[src/rtl/pinbank_pkg.sv]
package pinbank_pkg;

    typedef enum logic [1:0] {
        TRIG_OFF   = 2'b00,
        TRIG_LEVEL = 2'b01,
        TRIG_EDGE  = 2'b10,
        TRIG_ANY   = 2'b11
    } trig_e;

    // packed MSB first: bit6 irq_en .. bit0 en
    typedef struct packed {
        logic  irq_en;
        logic  deb_en;
        logic  pol_hi;
        trig_e trig;
        logic  dir_out;
        logic  en;
    } pin_cfg_t;

    localparam int CFG_W    = 7;
    localparam int WIN_BITS = 5;
    localparam logic [WIN_BITS-1:0] OFS_CFG = 5'h00;
    localparam logic [WIN_BITS-1:0] OFS_DEB = 5'h04;
    localparam logic [WIN_BITS-1:0] OFS_IN  = 5'h08;
    localparam logic [WIN_BITS-1:0] OFS_FLT = 5'h0C;
    localparam logic [WIN_BITS-1:0] OFS_OUT = 5'h10;
    localparam logic [WIN_BITS-1:0] OFS_ACK = 5'h14;

    function automatic logic level_match(input logic lvl, input logic pol);
        return lvl == pol;
    endfunction

endpackage

[src/rtl/pin_filter.sv]
module pin_filter #(
    parameter int DBW = 8
) (
    input  logic           clk,
    input  logic           rst,
    input  logic           tick,
    input  logic           pad,
    input  logic           bypass,
    input  logic [DBW-1:0] thr,
    output logic           level
);
    localparam logic [DBW-1:0] STEP = 1;

    logic           s1, s2, held;
    logic [DBW-1:0] cnt;

    always_ff @(posedge clk) begin
        if (rst) begin
            s1   <= 1'b0;
            s2   <= 1'b0;
            held <= 1'b0;
            cnt  <= '0;
        end else begin
            s1 <= pad;
            s2 <= s1;
            if (bypass) begin
                held <= s2;
                cnt  <= '0;
            end else if (s2 == held) begin
                cnt <= '0;
            end else if (tick) begin
                if (cnt + STEP == thr) begin
                    held <= s2;
                    cnt  <= '0;
                end else begin
                    cnt <= cnt + STEP;
                end
            end
        end
    end

    assign level = bypass ? s2 : held;
endmodule

[src/rtl/pin_trigger.sv]
module pin_trigger
    import pinbank_pkg::*;
(
    input  logic     clk,
    input  logic     rst,
    input  logic     level,
    input  pin_cfg_t cfg,
    input  logic     ack,
    output logic     stat,
    output logic     latch
);
    logic prev, rise, fall, hit;
    logic edge_mode;

    assign rise      = level & ~prev;
    assign fall      = ~level & prev;
    assign edge_mode = (cfg.trig == TRIG_EDGE) || (cfg.trig == TRIG_ANY);

    always_comb begin
        unique case (cfg.trig)
            TRIG_EDGE: hit = cfg.pol_hi ? rise : fall;
            TRIG_ANY:  hit = rise | fall;
            default:   hit = 1'b0;
        endcase
        hit = hit & cfg.en;
    end

    always_ff @(posedge clk) begin
        if (rst) begin
            prev  <= 1'b0;
            latch <= 1'b0;
        end else begin
            prev <= level;
            if (!edge_mode)  latch <= 1'b0;
            else if (hit)    latch <= 1'b1;
            else if (ack)    latch <= 1'b0;
        end
    end

    assign stat = (cfg.trig == TRIG_LEVEL) ? (cfg.en & level_match(level, cfg.pol_hi))
                                           : latch;
endmodule

[src/rtl/pin_cell.sv]
module pin_cell
    import pinbank_pkg::*;
#(
    parameter int DBW = 8,
    parameter int DW  = 32
) (
    input  logic                clk,
    input  logic                rst,
    input  logic                tick,
    input  logic                pad,
    input  logic                sel,
    input  logic                wr,
    input  logic [WIN_BITS-1:0] ofs,
    input  logic [DW-1:0]       wdata,
    output logic [DW-1:0]       rd,
    output logic                stat,
    output logic                latch,
    output logic                irq_en,
    output logic                drv,
    output logic                oe
);
    pin_cfg_t       cfg;
    logic [DBW-1:0] thr;
    logic           flt, outv, level, ack, bypass;

    always_ff @(posedge clk) begin
        if (rst) begin
            cfg  <= '0;
            thr  <= '0;
            flt  <= 1'b1;
            outv <= 1'b0;
        end else if (wr && sel) begin
            case (ofs)
                OFS_CFG: cfg  <= pin_cfg_t'(wdata[CFG_W-1:0]);
                OFS_DEB: thr  <= wdata[DBW-1:0];
                OFS_FLT: flt  <= wdata[0];
                OFS_OUT: outv <= wdata[0];
                default: ;
            endcase
        end
    end

    assign ack    = wr && sel && (ofs == OFS_ACK) && wdata[0];
    assign bypass = !cfg.deb_en || (thr == '0);

    pin_filter #(.DBW(DBW)) u_filt (
        .clk(clk), .rst(rst), .tick(tick), .pad(pad),
        .bypass(bypass), .thr(thr), .level(level)
    );

    pin_trigger u_trig (
        .clk(clk), .rst(rst), .level(level), .cfg(cfg),
        .ack(ack), .stat(stat), .latch(latch)
    );

    always_comb begin
        rd = '0;
        case (ofs)
            OFS_CFG: rd[CFG_W-1:0] = cfg;
            OFS_DEB: rd[DBW-1:0]   = thr;
            OFS_IN:  rd[0]         = cfg.dir_out ? outv : level;
            OFS_FLT: rd[0]         = flt;
            OFS_OUT: rd[0]         = outv;
            default: ;
        endcase
    end

    assign irq_en = cfg.irq_en;
    assign drv    = outv;
    assign oe     = cfg.en & cfg.dir_out & ~flt;
endmodule

[src/rtl/pinbank_ctl.sv]
module pinbank_ctl
    import pinbank_pkg::*;
#(
    parameter int NPINS = 8,
    parameter int DBW   = 8,
    parameter int AW    = 9,
    parameter int DW    = 32
) (
    input  logic             clk,
    input  logic             rst,
    input  logic             tick_ms,
    input  logic             wr_en,
    input  logic [AW-1:0]    addr,
    input  logic [DW-1:0]    wdata,
    output logic [DW-1:0]    rdata,
    input  logic [NPINS-1:0] pad_in,
    output logic [NPINS-1:0] pad_out,
    output logic [NPINS-1:0] pad_oe,
    output logic             irq
);
    localparam int PW = (NPINS > 1) ? $clog2(NPINS) : 1;
    localparam logic [AW-1:0] STAT_ADDR = AW'(256);

    logic [NPINS-1:0] stat_vec, latch_vec, ien_vec;
    logic [DW-1:0]    cell_rd [NPINS];
    logic [PW-1:0]    pin_idx;
    logic             win_hit;

    assign pin_idx = addr[WIN_BITS +: PW];
    assign win_hit = (addr[AW-1] == 1'b0);

    for (genvar i = 0; i < NPINS; i++) begin : g_pin
        pin_cell #(.DBW(DBW), .DW(DW)) u_cell (
            .clk(clk), .rst(rst), .tick(tick_ms), .pad(pad_in[i]),
            .sel(win_hit && (pin_idx == PW'(i))), .wr(wr_en),
            .ofs(addr[WIN_BITS-1:0]), .wdata(wdata), .rd(cell_rd[i]),
            .stat(stat_vec[i]), .latch(latch_vec[i]), .irq_en(ien_vec[i]),
            .drv(pad_out[i]), .oe(pad_oe[i])
        );
    end

    always_comb begin
        rdata = '0;
        if (addr == STAT_ADDR) begin
            rdata[NPINS-1:0] = stat_vec;
        end else if (win_hit) begin
            for (int i = 0; i < NPINS; i++)
                if (pin_idx == PW'(i)) rdata = cell_rd[i];
        end
    end

    assign irq = |(stat_vec & ien_vec);
endmodule

[config.mk]
export PLATFORM = sky130hd
export DESIGN_NAME = pinbank_ctl
export DESIGN_NICKNAME = d
export VERILOG_FILES = /design/src/rtl/pinbank_pkg.sv /design/src/rtl/pin_filter.sv /design/src/rtl/pin_trigger.sv /design/src/rtl/pin_cell.sv /design/src/rtl/pinbank_ctl.sv
export SDC_FILE = /design/constraint.sdc
export NUM_CORES = 1
export LEC_CHECK = 0
export BUFFER_PORTS_ARGS = -buffer_cell sky130_fd_sc_hd__buf_2
export CORE_UTILIZATION = 45
export DETAILED_ROUTE_END_ITERATION = 8
export PLACE_DENSITY_LB_ADDON = 0.15
export SLEW_MARGIN = 20
export SYNTH_ARGS = -nofsm -noshare
export SYNTH_HDL_FRONTEND = slang
export SYNTH_HIERARCHICAL = 1
export SYNTH_SLANG_ARGS = --single-unit
[constraint.sdc]
create_clock -name clk -period 4.3 [get_ports clk]
set_clock_uncertainty 0.1 [all_clocks]
set_input_delay 0.86 -clock clk [delete_from_list [all_inputs] [get_ports clk]]
set_output_delay 0.86 -clock clk [all_outputs]
set_load 0.05 [all_outputs]
==> impl_metrics.csv <==
group,metric,value,unit
yosys,syn_avg_cell_area,8.31,um^2
timing,finalSetupTns,-162,ps
timing,grt_setup_unrepaired,"true",
floorplan,start_util,0.460,
timing,slew_violations,0,
timing,fin_ws,-162,ps
pwr,p_int,3950,uW
cts,insertion_delay,590,ps
timing,worst_pin_slew,1050,ps
drt,detail_route.wl_per_cell,17.6,um
timing,fmax,0.224,GHz
drt,first_pass_iters,7,
placement,preCtsSetupSlack,185,ps
yosys,ys_warn_count,6,
grt,use_met2,0.389,
final_layout,drive_above_1_share,0.154,
timing,finalSetupViolCount,1,
yosys,ys_seq_area_frac,0.247,
pwr,p_sw,1490,uW
worst_setup_path,critPathTopFamily,"compound AO/OA/AOI/OAI gates",
min_path,holdCritStartpoint,"g_pin[4].u_cell/u_filt/s1",
grt,grt_max_degree,106,
yosys,synthTopCellsByArea,"dfxtp_1 25%, mux2i_1 8.1%, buf_4 8.0%",
final_layout,nets,2495,
placement,gp_congestion,0.920,
cts,clock_path_buffers,3,
grt,overflow,0,
cts,path_clk_slew,60,ps
drt,vias,16600,
worst_setup_path,required,3340,ps
grt,grt_use_total,0.239,
cts,numClockSinks,240,
worst_setup_path,reg2reg_slack,1750,ps
pwr,finalPower,5430,uW
worst_setup_path,worstPathCellList,"or4_4 -> o21ai_2 -> buf_4 -> o21ai_1 -> mux2i_1 -> o21ai_0 -> a22o_2 -> or4bb_1 -> o2111ai_2 -> o32a_1 -> o21ai_2 -> buf_6",
yosys,synth_area_leader_cell,"dfxtp_1",
floorplan,die-area,0.0441,mm^2
timing,timing_hold_violations_final,0,
pwr,leakage,0.00827,uW
pwr,pwr_density_cell,259,mW/mm^2
floorplan,pin_count,102,
yosys,synth_ff_type,"dfxtp_1",
pwr,swShare,0.274,
cts,cts_made_buffers,30,
pwr,ir_drop,0.308,mV
grt,busiest_layer,"met2",
drt,ant_nets,0,
yosys,async_reset_ff_frac,0,
pwr,clkPwrFrac,0.465,
worst_setup_path,end_kind,"output pin",
drt,drc_errors,0,
cts,holdBufCountCts,0,
yosys,synth_edf_count,0,
worst_setup_path,arrival,3500,ps
pwr,pwr-share-comb,0.122,
run,drv_cap,0,
min_path,hold_path.class,"register to register",
worst_setup_path,path_buf_inv,2,
drt,drtIter0Drc,1101,
yosys,synth_top_area_share,0.247,
worst_setup_path,max_stage_delay,530,ps
grt,grt.met3_usage,0.0332,
grt,grt_pass1_wl,85.4,mm
yosys,ys_ff_latch,240,
worst_setup_path,crit_slowest_cell,"or4_4",
worst_setup_path,crit_path_max_fanout,4,
final_layout,layout_commonest_cell,"dfxtp_1",
placement,portBuffers,76,
cts,htree_levels,1,
timing,period_share,1.04,
floorplan,die_y,210,um
worst_setup_path,crit_top_cell,"o21ai_2",
drt,wirelength,53.2,mm
yosys,syn_inst,2344,
yosys,netlist_area,0.0195,mm^2
timing,min_period,4460,ps
outcome,failed_checks,"negative setup slack",
floorplan,placementRows,75,
worst_setup_path,r2r_start,"g_pin[4].u_cell/u_filt/cnt[0]",
floorplan,dieWidth,210,um
final_layout,most-common-layout-cells,"239 x dfxtp_1, 192 x conb_1, 165 x nand2b_1, 164 x nand2_1, 158 x mux2i_1",
timing,relSlewSlack,0.305,
worst_setup_path,critPathKind,"register to output pin",
outcome,status,"finished, violations left",
cts,cts_setup_buffers,0,
drt,via_per_inst,5.49,
cts,cts_tree,"built",
final_layout,area_delta_synth_final,7.86,%
worst_setup_path,startpoint,"g_pin[6].u_cell/thr[5]",
placement,dpl.hpwl,38.1,mm
pwr,pwr-share-seq,0.413,
grt,grt_pass1_vias,15600,
worst_setup_path,worst_setup_path_start_kind,"register",
grt,use_met1,0.331,
timing,hold_ws,335,ps
cts,root_buffer,"clkbuf_16",
yosys,synth_cell_types,83,
floorplan,core-area,0.0423,mm^2
grt,antenna_found_initial,3,
==> area by class of cell <==
type                            count  area, um^2
Antenna cell                        2        5.00
Clock buffer                       39         835
Clock inverter                     14         134
Fill cell                        4142       21300
Inverter                           59         221
Multi-Input combinational cell   1924       13100
Sequential cell                   240        4810
Tap cell                          577         722
Timing Repair Buffer              163        1200
==> flip-flops by register name, indices dropped and copies added, names as in the netlist <==
signal / cells
g_pin.u_cell/drv: 8
g_pin.u_cell/u_trig/latch: 8
g_pin.u_cell/u_filt/s1: 8
g_pin.u_cell/u_trig/prev: 8
g_pin.u_cell/thr: 64
g_pin.u_cell/flt: 8
g_pin.u_cell/irq_en: 8
g_pin.u_cell/u_filt/cnt: 64
g_pin.u_cell/cfg: 48
g_pin.u_cell/u_filt/held: 8
g_pin.u_cell/u_filt/s2: 8
==> worst paths after layout <==
check,end,cells past startpoint
worst min-delay path,g_pin[4].u_cell/u_filt/s2,1
worst max-delay path,rdata[0],12
worst max register to register,g_pin[4].u_cell/u_filt/cnt[2],7
worst min register to register,g_pin[4].u_cell/u_filt/s2,1
==> metal layers <==
metal  up-vias  share of wire
li1       8176              -
met1      7962           0.47
met2       358           0.46
met3        78          0.048
met4         2          0.024
met5         -        0.00021
==> logic make-up (layout without fill, tap and decap cells) <==
family	Yosys count	in the layout	share of synthesized area
buffers and inverters	364	275	0.121
xor gates and xnor gates	84	84	0.0422
adders and majority gates	24	24	0.0154
muxes	199	199	0.117
AOI/OAI and AO/OA	516	516	0.174
DFF	240	240	0.247
other	8	194	0.00154
and+or+nand+nor	909	909	0.282
==> repair_timing <==
action,4_1_cts,5_1_grt
endpoints found under the setup margin,9,9
resized for setup,37,17
pin swaps,3,4
==> synth_stat cells (16+ instances only) <==
cell / number
a21oi_1: 73
xor2_1: 40
ha_1: 24
nand3b_1: 33
nand3_1: 70
a21o_1: 24
xnor2_1: 36
and2_1: 16
a31oi_1: 16
mux4_2: 21
and3b_1: 16
mux2i_1: 158
buf_4: 208
or3_1: 16
nand2_1: 165
buf_2: 38
inv_1: 54
o221ai_1: 28
nor2_1: 116
or4_1: 20
o22ai_1: 19
dfxtp_1: 240
nor2b_1: 90
o21ai_0: 174
nand2b_1: 165
buf_6: 21
mux2_2: 20
nor3b_1: 16
nor3_1: 33
o21ai_1: 72
and3_1: 20
clkbuf_1: 29
==> stage by stage <==
step | util | instance area, um^2 | cells
detailed placement | 0.470 | 19900 | 2963
global placement | 0.470 | 19900 | 2963
CTS | 0.495 | 20900 | 3016
floorplan | - | 20200 | 2528
finish | 0.496 | 21000 | 3018
global route | 0.496 | 21000 | 3016
==> power groups by stage <==
stage               Combinational [uW]  Sequential, uW  Clock (uW)
global route                       720            2240        2680
floorplan                          548            2290           0
detailed placement                 649            2290           0
finish                             664            2240        2530
global placement                   642            2290           0
CTS                                655            2240        2590
(Power assumes the default switching activity.)
